[config.mk]
export PLATFORM = sky130hd
export DESIGN_NAME = irq_leaf_bank
export DESIGN_NICKNAME = d
export VERILOG_FILES = /design/src/rtl/irq_leaf_pkg.sv /design/src/rtl/irq_leaf_status.sv /design/src/rtl/irq_leaf_master_id.sv /design/src/rtl/irq_leaf_mask.sv /design/src/rtl/irq_leaf_summary.sv /design/src/rtl/irq_leaf_bank.sv
export SDC_FILE = /design/constraint.sdc
export NUM_CORES = 1
export LEC_CHECK = 0
export BUFFER_PORTS_ARGS = -buffer_cell sky130_fd_sc_hd__buf_2
export CELL_PAD_IN_SITES_DETAIL_PLACEMENT = 1
export CELL_PAD_IN_SITES_GLOBAL_PLACEMENT = 2
export CORE_MARGIN = 2
export CORE_UTILIZATION = 21
export DETAILED_ROUTE_END_ITERATION = 8
export PLACE_DENSITY = 0.83
export SLEW_MARGIN = 10
export SYNTH_ARGS = -nofsm -noshare
export SYNTH_HDL_FRONTEND = slang
export SYNTH_HIERARCHICAL = 1
export SYNTH_SLANG_ARGS = --single-unit
[constraint.sdc]
create_clock -name clk -period 1.6 [get_ports clk]
set_input_delay 0 -clock clk [delete_from_list [all_inputs] [get_ports clk]]
set_output_delay 0 -clock clk [all_outputs]
set_load 0.01 [all_outputs]
[src/rtl/irq_leaf_pkg.sv]
package irq_leaf_pkg;
  localparam int unsigned EVT_N   = 3;
  localparam int unsigned EVT_CRC = 0;
  localparam int unsigned EVT_LEN = 1;
  localparam int unsigned EVT_ECC = 2;

  localparam int unsigned OFS_STAT = 'h0;
  localparam int unsigned OFS_IMSK = 'h4;
  localparam int unsigned OFS_HMSK = 'h8;
endpackage

[src/rtl/irq_leaf_status.sv]
module irq_leaf_status #(
  parameter int unsigned N = 3
) (
  input  logic         clk,
  input  logic         rst,
  input  logic [N-1:0] evt,
  input  logic [N-1:0] clr,
  output logic [N-1:0] stat
);
  for (genvar i = 0; i < N; i++) begin : g_bit
    always_ff @(posedge clk) begin
      if (rst)         stat[i] <= 1'b0;
      else if (evt[i]) stat[i] <= 1'b1;
      else if (clr[i]) stat[i] <= 1'b0;
    end

    assert_evt_sets_R2: assert property (@(posedge clk) disable iff (rst)
      evt[i] |=> stat[i]);
    assert_w1c_clears_R3: assert property (@(posedge clk) disable iff (rst)
      (clr[i] && !evt[i]) |=> !stat[i]);
    assert_quiet_holds_R3: assert property (@(posedge clk) disable iff (rst)
      (!clr[i] && !evt[i]) |=> $stable(stat[i]));
    assert_set_wins_R4: assert property (@(posedge clk) disable iff (rst)
      (clr[i] && evt[i]) |=> stat[i]);
  end
endmodule

[src/rtl/irq_leaf_master_id.sv]
module irq_leaf_master_id #(
  parameter int unsigned ID_W = 4
) (
  input  logic            clk,
  input  logic            rst,
  input  logic            load_evt,
  input  logic [ID_W-1:0] id_in,
  input  logic [ID_W-1:0] clr,
  output logic [ID_W-1:0] id_q
);
  logic [ID_W-1:0] id_kept;
  assign id_kept = id_q & ~clr;

  always_ff @(posedge clk) begin
    if (rst)                                id_q <= '0;
    else if (load_evt && (id_kept == '0))   id_q <= id_in;
    else                                    id_q <= id_kept;
  end

  assert_first_kept_R5: assert property (@(posedge clk) disable iff (rst)
    (id_q != '0 && clr == '0) |=> $stable(id_q));
  assert_empty_loads_R5: assert property (@(posedge clk) disable iff (rst)
    (id_q == '0 && load_evt) |=> id_q == $past(id_in));
  assert_clear_bits_R6: assert property (@(posedge clk) disable iff (rst)
    (!load_evt) |=> ((id_q & $past(clr)) == '0));
endmodule

[src/rtl/irq_leaf_mask.sv]
module irq_leaf_mask #(
  parameter int unsigned N       = 3,
  parameter logic [N-1:0] RST_VAL = '0
) (
  input  logic         clk,
  input  logic         rst,
  input  logic         we,
  input  logic [N-1:0] wdata,
  output logic [N-1:0] q
);
  always_ff @(posedge clk) begin
    if (rst)     q <= RST_VAL;
    else if (we) q <= wdata;
  end

  assert_mask_holds_R7: assert property (@(posedge clk) disable iff (rst)
    !we |=> $stable(q));
  assert_mask_loads_R7: assert property (@(posedge clk) disable iff (rst)
    we |=> q == $past(wdata));
endmodule

[src/rtl/irq_leaf_summary.sv]
module irq_leaf_summary #(
  parameter int unsigned N = 3
) (
  input  logic         clk,
  input  logic         rst,
  input  logic [N-1:0] stat,
  input  logic [N-1:0] imsk,
  input  logic [N-1:0] hmsk,
  output logic         irq,
  output logic         halt
);
  always_ff @(posedge clk) begin
    if (rst) begin
      irq  <= 1'b0;
      halt <= 1'b0;
    end else begin
      irq  <= |(stat & imsk);
      halt <= |(stat & hmsk);
    end
  end
endmodule

[src/rtl/irq_leaf_bank.sv]
module irq_leaf_bank #(
  parameter int unsigned ADDR_W = 4,
  parameter int unsigned DATA_W = 32,
  parameter int unsigned ID_W   = 4,
  parameter int unsigned ID_LSB = 4,
  parameter logic [2:0]  IMSK_RST = 3'b011,
  parameter logic [2:0]  HMSK_RST = 3'b100
) (
  input  logic              clk,
  input  logic              rst,
  input  logic              evt_crc,
  input  logic              evt_len,
  input  logic              evt_ecc,
  input  logic [ID_W-1:0]   ecc_master,
  input  logic [ADDR_W-1:0] addr,
  input  logic [DATA_W-1:0] wr_data,
  input  logic              wr_en,
  output logic [DATA_W-1:0] rd_data,
  output logic              irq,
  output logic              halt
);
  import irq_leaf_pkg::*;
  localparam int unsigned N = EVT_N;
  localparam logic [ADDR_W-1:0] A_STAT = ADDR_W'(OFS_STAT);
  localparam logic [ADDR_W-1:0] A_IMSK = ADDR_W'(OFS_IMSK);
  localparam logic [ADDR_W-1:0] A_HMSK = ADDR_W'(OFS_HMSK);

  logic           hit_stat, hit_imsk, hit_hmsk;
  logic [N-1:0]   evt_vec, stat_clr, stat, imsk, hmsk;
  logic [ID_W-1:0] id_clr, id_q;
  logic [DATA_W-1:0] rd_next;
  logic           unused_wbits;

  assign hit_stat = (addr == A_STAT);
  assign hit_imsk = (addr == A_IMSK);
  assign hit_hmsk = (addr == A_HMSK);

  always_comb begin
    evt_vec = '0;
    evt_vec[EVT_CRC] = evt_crc;
    evt_vec[EVT_LEN] = evt_len;
    evt_vec[EVT_ECC] = evt_ecc;
  end

  assign stat_clr = (wr_en && hit_stat) ? wr_data[N-1:0] : '0;
  assign id_clr   = (wr_en && hit_stat) ? wr_data[ID_LSB +: ID_W] : '0;
  assign unused_wbits = ^wr_data;

  irq_leaf_status #(.N(N)) u_status (
    .clk(clk), .rst(rst), .evt(evt_vec), .clr(stat_clr), .stat(stat)
  );

  irq_leaf_master_id #(.ID_W(ID_W)) u_mid (
    .clk(clk), .rst(rst), .load_evt(evt_ecc), .id_in(ecc_master),
    .clr(id_clr), .id_q(id_q)
  );

  irq_leaf_mask #(.N(N), .RST_VAL(IMSK_RST)) u_imsk (
    .clk(clk), .rst(rst), .we(wr_en && hit_imsk), .wdata(wr_data[N-1:0]), .q(imsk)
  );

  irq_leaf_mask #(.N(N), .RST_VAL(HMSK_RST)) u_hmsk (
    .clk(clk), .rst(rst), .we(wr_en && hit_hmsk), .wdata(wr_data[N-1:0]), .q(hmsk)
  );

  irq_leaf_summary #(.N(N)) u_sum (
    .clk(clk), .rst(rst), .stat(stat), .imsk(imsk), .hmsk(hmsk),
    .irq(irq), .halt(halt)
  );

  always_comb begin
    rd_next = '0;
    if (hit_stat) begin
      rd_next[N-1:0]          = stat;
      rd_next[ID_LSB +: ID_W] = id_q;
    end else if (hit_imsk) begin
      rd_next[N-1:0] = imsk;
    end else if (hit_hmsk) begin
      rd_next[N-1:0] = hmsk;
    end
  end

  always_ff @(posedge clk) begin
    if (rst) rd_data <= '0;
    else     rd_data <= rd_next;
  end

  assert_irq_follows_R8: assert property (@(posedge clk) disable iff (rst)
    1'b1 |=> irq == $past(|(stat & imsk)));
  assert_halt_follows_R9: assert property (@(posedge clk) disable iff (rst)
    1'b1 |=> halt == $past(|(stat & hmsk)));
  assert_id_no_irq_R6: assert property (@(posedge clk) disable iff (rst)
    (stat == '0) |=> (!irq && !halt));
  assert_unmapped_zero_R10: assert property (@(posedge clk) disable iff (rst)
    (!hit_stat && !hit_imsk && !hit_hmsk) |=> rd_data == '0);
endmodule

=== Word-level counts from Yosys, hierarchy flattened ===
Index checks and enable logic that the tools add are counted.

* Register bits: 47
* Word-level logic and storage cells: 42

* Equality and inequality tests: 2
* Mux-type cells: 12
* Bitwise operators: 5
* Reductions and logical operators: 12

{| class="wikitable"
|+ Operators by type and width
! cell !! number
|-
| 3-bit two-way mux || 4
|-
| 4-bit logical NOT || 2
|-
| 4-bit two-way mux || 2
|-
| 3-bit AND || 2
|-
| 1-bit two-way mux || 6
|-
| 2-bit nonzero test || 3
|-
| 3-bit OR reduction || 2
|-
| 4-bit AND || 1
|-
| 4-bit by 3-bit equality test with 1-bit output (second input constant) || 1
|-
| 4-bit equality test (second input constant) || 1
|-
| 1-bit logical AND || 4
|-
| 4-bit NOT || 1
|-
| 2-bit OR reduction || 1
|-
| 1-bit NOT || 1
|}

=== Longest topological paths before layout ===
* Depth after elaboration: 8
* Depth in mapped cells: 6
* Gate-level depth less buffers: 6

=== Cells and area by module ===
The synthesis kept the hierarchy.

{| class="wikitable"
|+ Modules (own cells, without submodules)
! module !! times used !! cells an instance !! area each (um2) !! sequential area each (um2)
|-
| irq_leaf_bank || 1 || 64 || 556.8 || 140.1
|-
| irq_leaf_master_id || 1 || 19 || 183.9 || 80.1
|-
| irq_leaf_status || 1 || 12 || 105.1 || 60.1
|-
| irq_leaf_mask (u_imsk) || 1 || 9 || 103.8 || 60.1
|-
| irq_leaf_mask (u_hmsk) || 1 || 9 || 102.6 || 60.1
|-
| irq_leaf_summary || 1 || 6 || 67.6 || 40.0
|}

=== Least setup slack after synthesis ===
Ideal clock, no wire load.

* Kind: input -> register
* From: in addr[1]
* To: reg u_imsk.q[0]
* Setup time: 0.120 ns
* Data arrival time: 1.163 ns
* Slack: 0.317 ns
* Stages on the path: 4
* Cell sequence: or3b_4 nor3b_1 nor2b_1 a211o_1

* Cells in the longest elaborated chain, start to end: 2

{| class="wikitable"
|+ RTL lines
! what !! line !! text
|-
| start: declaration || irq_leaf_bank.sv:15 || <nowiki>input logic [ADDR_W-1:0] addr,</nowiki>
|-
| 4-bit by 3-bit equality test with 1-bit output || irq_leaf_bank.sv:35 || <nowiki>assign hit_imsk = (addr == A_IMSK);</nowiki>
|-
| 1-bit logical AND || irq_leaf_bank.sv:59 || <nowiki>.clk(clk), .rst(rst), .we(wr_en && hit_imsk), .wdata(wr_data[N-1:0]), .q(imsk)</nowiki>
|-
| end signal: assignment || irq_leaf_mask.sv:13 || <nowiki>else if (we) q <= wdata;</nowiki>
|-
| end: declaration || irq_leaf_mask.sv:9 || <nowiki>output logic [N-1:0] q</nowiki>
|}

No other way between the ends.
A chain may end at the register's enable or synchronous reset.

=== Worst setup path after layout ===
* From: in addr[1]
* To: reg u_mid.id_q[3]

* Cells in the longest elaborated chain, start to end: 8

{| class="wikitable"
|+ RTL lines
! what !! line !! text
|-
| 4-bit logical NOT || irq_leaf_bank.sv:34 || <nowiki>assign hit_stat = (addr == A_STAT);</nowiki>
|-
| 1-bit logical AND || irq_leaf_bank.sv:46 || <nowiki>assign id_clr = (wr_en && hit_stat) ? wr_data[ID_LSB +: ID_W] : '0;</nowiki>
|-
| 4-bit two-way mux || irq_leaf_bank.sv:46 ||
|-
| net id_clr[2] || irq_leaf_bank.sv:30 || <nowiki>logic [ID_W-1:0] id_clr, id_q;</nowiki>
|-
| 4-bit NOT || irq_leaf_master_id.sv:12 || <nowiki>assign id_kept = id_q & ~clr;</nowiki>
|-
| 4-bit AND || irq_leaf_master_id.sv:12 ||
|-
| 4-bit logical NOT || irq_leaf_master_id.sv:16 || <nowiki>else if (load_evt && (id_kept == '0)) id_q <= id_in;</nowiki>
|-
| 1-bit logical AND || irq_leaf_master_id.sv:16 ||
|-
| 4-bit two-way mux || irq_leaf_master_id.sv:16 ||
|-
| end signal: assignment || irq_leaf_master_id.sv:16 ||
|-
| end signal: assignment || irq_leaf_master_id.sv:17 || <nowiki>else id_q <= id_kept;</nowiki>
|-
| end: declaration || irq_leaf_master_id.sv:9 || <nowiki>output logic [ID_W-1:0] id_q</nowiki>
|}

The timed path passes the listed nets, and every way through them passes these cells.

==> results.py <==
metrics = {
    "clocking": {
        "cts_resized": 0,
        "clockRootBuffer": "clkbuf_8",
        "hold_buffers": 9,
        "clk_latency_ns": 0.26,
        "cts_buffers": 3,
        "cts_tree": "done",
        "clk_pin_slew_ns": 0.08,
        "h-tree-depth": 1,
        "postCtsSetupBuffers": 0,
        "clockBufferDepth": 2,
        "clock_sinks": 22,
    },
    "logic_synthesis": {
        "yosysWarnings": 6,
        "yosysSeqAreaShare_pct": 39.3,
        "synthAdderAreaFrac_pct": 0,
        "syn_area_per_cell_um2": 9.41,
        "synth_xor_area_share_pct": 0,
        "synth_top_family_by_area": "simple AND/OR/NAND/NOR gates",
        "postSynthCellCount": 119,
        "yosys.area_share.simple_pct": 27.3,
        "synth_compound_area_share_pct": 11.7,
        "synth_top_area_share_pct": 39.3,
        "synth_area_leaders": "dfxtp_1 (39%), buf_4 (17%), and2_1 (6.1%)",
        "ys.flop_type": "dfxtp_1",
        "async_reset_ff_share_pct": 0,
        "synth_top_area_cell": "dfxtp_1",
        "synth_mux_area_share_pct": 2.68,
        "yosysMostFrequentCell": "buf_4",
        "synth.top_cells.by_count": "buf_4 (25), dfxtp_1 (22), and2_1 (11), nand2b_1 (8)",
        "ys_types": 24,
        "synth-edff-count": 0,
        "syn_area_um2": 1120,
        "synth_seq_cells": 22,
    },
    "routing": {
        "drtPass1Iterations": 4,
        "dr_wl_met2_mm": 1.13,
        "ant_nets": 0,
        "drc_errors": 0,
        "drt_wl_total_mm": 2.30,
        "via_per_inst": 3.74,
        "wl_met3_um": 140,
        "met1Wirelength_um": 993,
        "wl_per_cell_um": 9.95,
        "highest_layer": "met4",
        "vias": 865,
        "drt-initial-drc-count": 41,
    },
    "timing": {
        "tns_ns": 0,
        "fin_hold_ws_ns": 0.0125,
        "setup_viol": 0,
        "final.setup.worst_slack_ns": 0.473,
        "drv_slew": 0,
        "hold_viol": 0,
        "timing.final.crit_period_ns": 1.13,
        "fmax_ghz": 0.888,
        "rsz0062_at_grt": "no",
        "fin_skew_ns": 0.00391,
        "timing.final.crit_share_pct": 70.4,
    },
    "place": {
        "dp_worst_setup_slack_ns": 0.201,
        "port_buffers": 29,
        "place_hpwl_mm": 1.74,
        "gp_congestion": 0.713,
    },
    "setup_path": {
        "critPathCaptureType": "register",
        "slowest_delay_ns": 0.42,
        "path_delay_family": "simple AND/OR/NAND/NOR gates",
        "cp-start-kind": "input port",
        "crit_arrival_ns": 1.31,
        "slowest_stage": "or3b_4",
        "cp.buffers_inverters": 1,
        "crit_path_cell_trace": "buf_2 -> or3b_4 -> nor3_4 -> and2_1 -> nand2b_1 -> nand3_2 -> o22ai_1",
        "path_class": "in2reg",
        "worstPathMaxFanout": 5,
        "required_ns": 1.78,
        "rrSetupSlack_ns": 0.68,
    },
    "power_and_ir_drop": {
        "peakVddDrop_mv": 0.253,
        "p_total_mw": 1.15,
        "p_per_area_nw_per_um2": 812,
        "power.leakage_nw": 0.635,
    },
    "grt": {
        "grt_pass1_wl_mm": 3.74,
        "grt_pass1_vias": 813,
        "globalRouteOverflowTotal": 0,
        "track_usage_pct": 7.86,
        "grt_max_degree": 18,
        "antenna_found_initial": 0,
    },
    "floorplanning": {
        "start_util_pct": 21.8,
        "placementRows": 26,
        "die_w_um": 77.0,
        "die_area_um2": 5930,
        "die-height_um": 77.0,
        "ios": 80,
        "coreArea_um2": 5140,
    },
    "status": {
        "status": "finished, final reports clean",
    },
    "finish": {
        "antenna_cells": 0,
        "nNetsFinal": 208,
        "drive_gt1_share_pct": 28.0,
        "synthToLayoutAreaGrowth_pct": 26.1,
    },
    "min_path": {
        "min_path_type": "in2reg",
    },
    "run": {
        "cap_viol_max_count": 0,
    },
}
cell type report:
cell class	count	area (um^2)
clock buffer	4	55.1
inverter	3	11.3
multi-input combinational	91	561
tap	70	87.6
fill	642	3730
sequential	22	440
timing repair buffer	41	258
flip-flops by register name, summed over array words and instances, names as in the netlist:
| name | cells |
|---|---|
| rd_data | 7 |
| u_mid/id_q | 4 |
| u_hmsk/q | 3 |
| u_imsk/q | 3 |
| u_status/stat | 3 |
| u_sum/halt | 1 |
| u_sum/irq | 1 |
cells by family (layout without fill, tap and decap cells):
| group | after synthesis | count (layout) |
|---|---|---|
| compound gates | 18 | 18 |
| buf+inv | 30 | 48 |
| flops | 22 | 22 |
| mux | 3 | 3 |
| other cells | 1 | 25 |
| simple gates | 45 | 45 |
report_power, final:
group | internal (mW) | switching, mW
Sequential | 0.572 | 0.0143
Combinational | 0.0738 | 0.0942
Clock | 0.219 | 0.174
Total | 0.865 | 0.282
worst reg2reg max path, stage by stage, from the launching register on:
cell	delay [ns]
dfxtp_1	0.34
a222oi_1	0.40
nor2_1	0.07
path summary, 6_finish.rpt:
| path | start | cells past startpoint | end |
|---|---|---|---|
| setup / recovery | addr[1] | 7 | u_mid/id_q[3]$_SDFF_PP0_ |
| hold / removal | ecc_master[2] | 3 | u_mid/id_q[2]$_SDFF_PP0_ |
| setup reg to reg | u_status/stat[0]$_SDFFE_PP0P_ | 2 | u_sum/irq$_SDFF_PP0_ |
| hold reg to reg | u_mid/id_q[3]$_SDFF_PP0_ | 1 | rd_data[7]$_SDFF_PP0_ |
layer usage:
layer  vias up  global-route usage, %
li1        438                      -
met1       396                   9.53
met2        29                   13.1
met3         2                   1.53
met4         0                   4.29
met5         -                      0
through the flow:
stage               cells  instance area (um^2)  util (%)
floorplan             143                  1210         -
global placement      218                  1270      24.7
detailed placement    218                  1270      24.7
CTS                   231                  1410      27.5
global route          231                  1410      27.5
finish                231                  1410      27.5
cells in the final DEF, fill, tap and decap left out, types with 2 or more instances in the layout:
master	count
a211o_1	3
a211oi_1	6
a21oi_1	3
a222oi_1	2
and2_1	11
buf_2	29
buf_4	3
clkbuf_8	4
conb_1	25
dfxtp_1	22
dlygate4sd3_1	9
inv_1	3
mux2i_1	3
nand2_1	4
nand2b_1	8
nand2b_2	2
nand3_2	2
nor2_1	5
nor2b_1	6
nor3b_1	2
o22ai_1	4
Power figures use the tool's default switching activity.
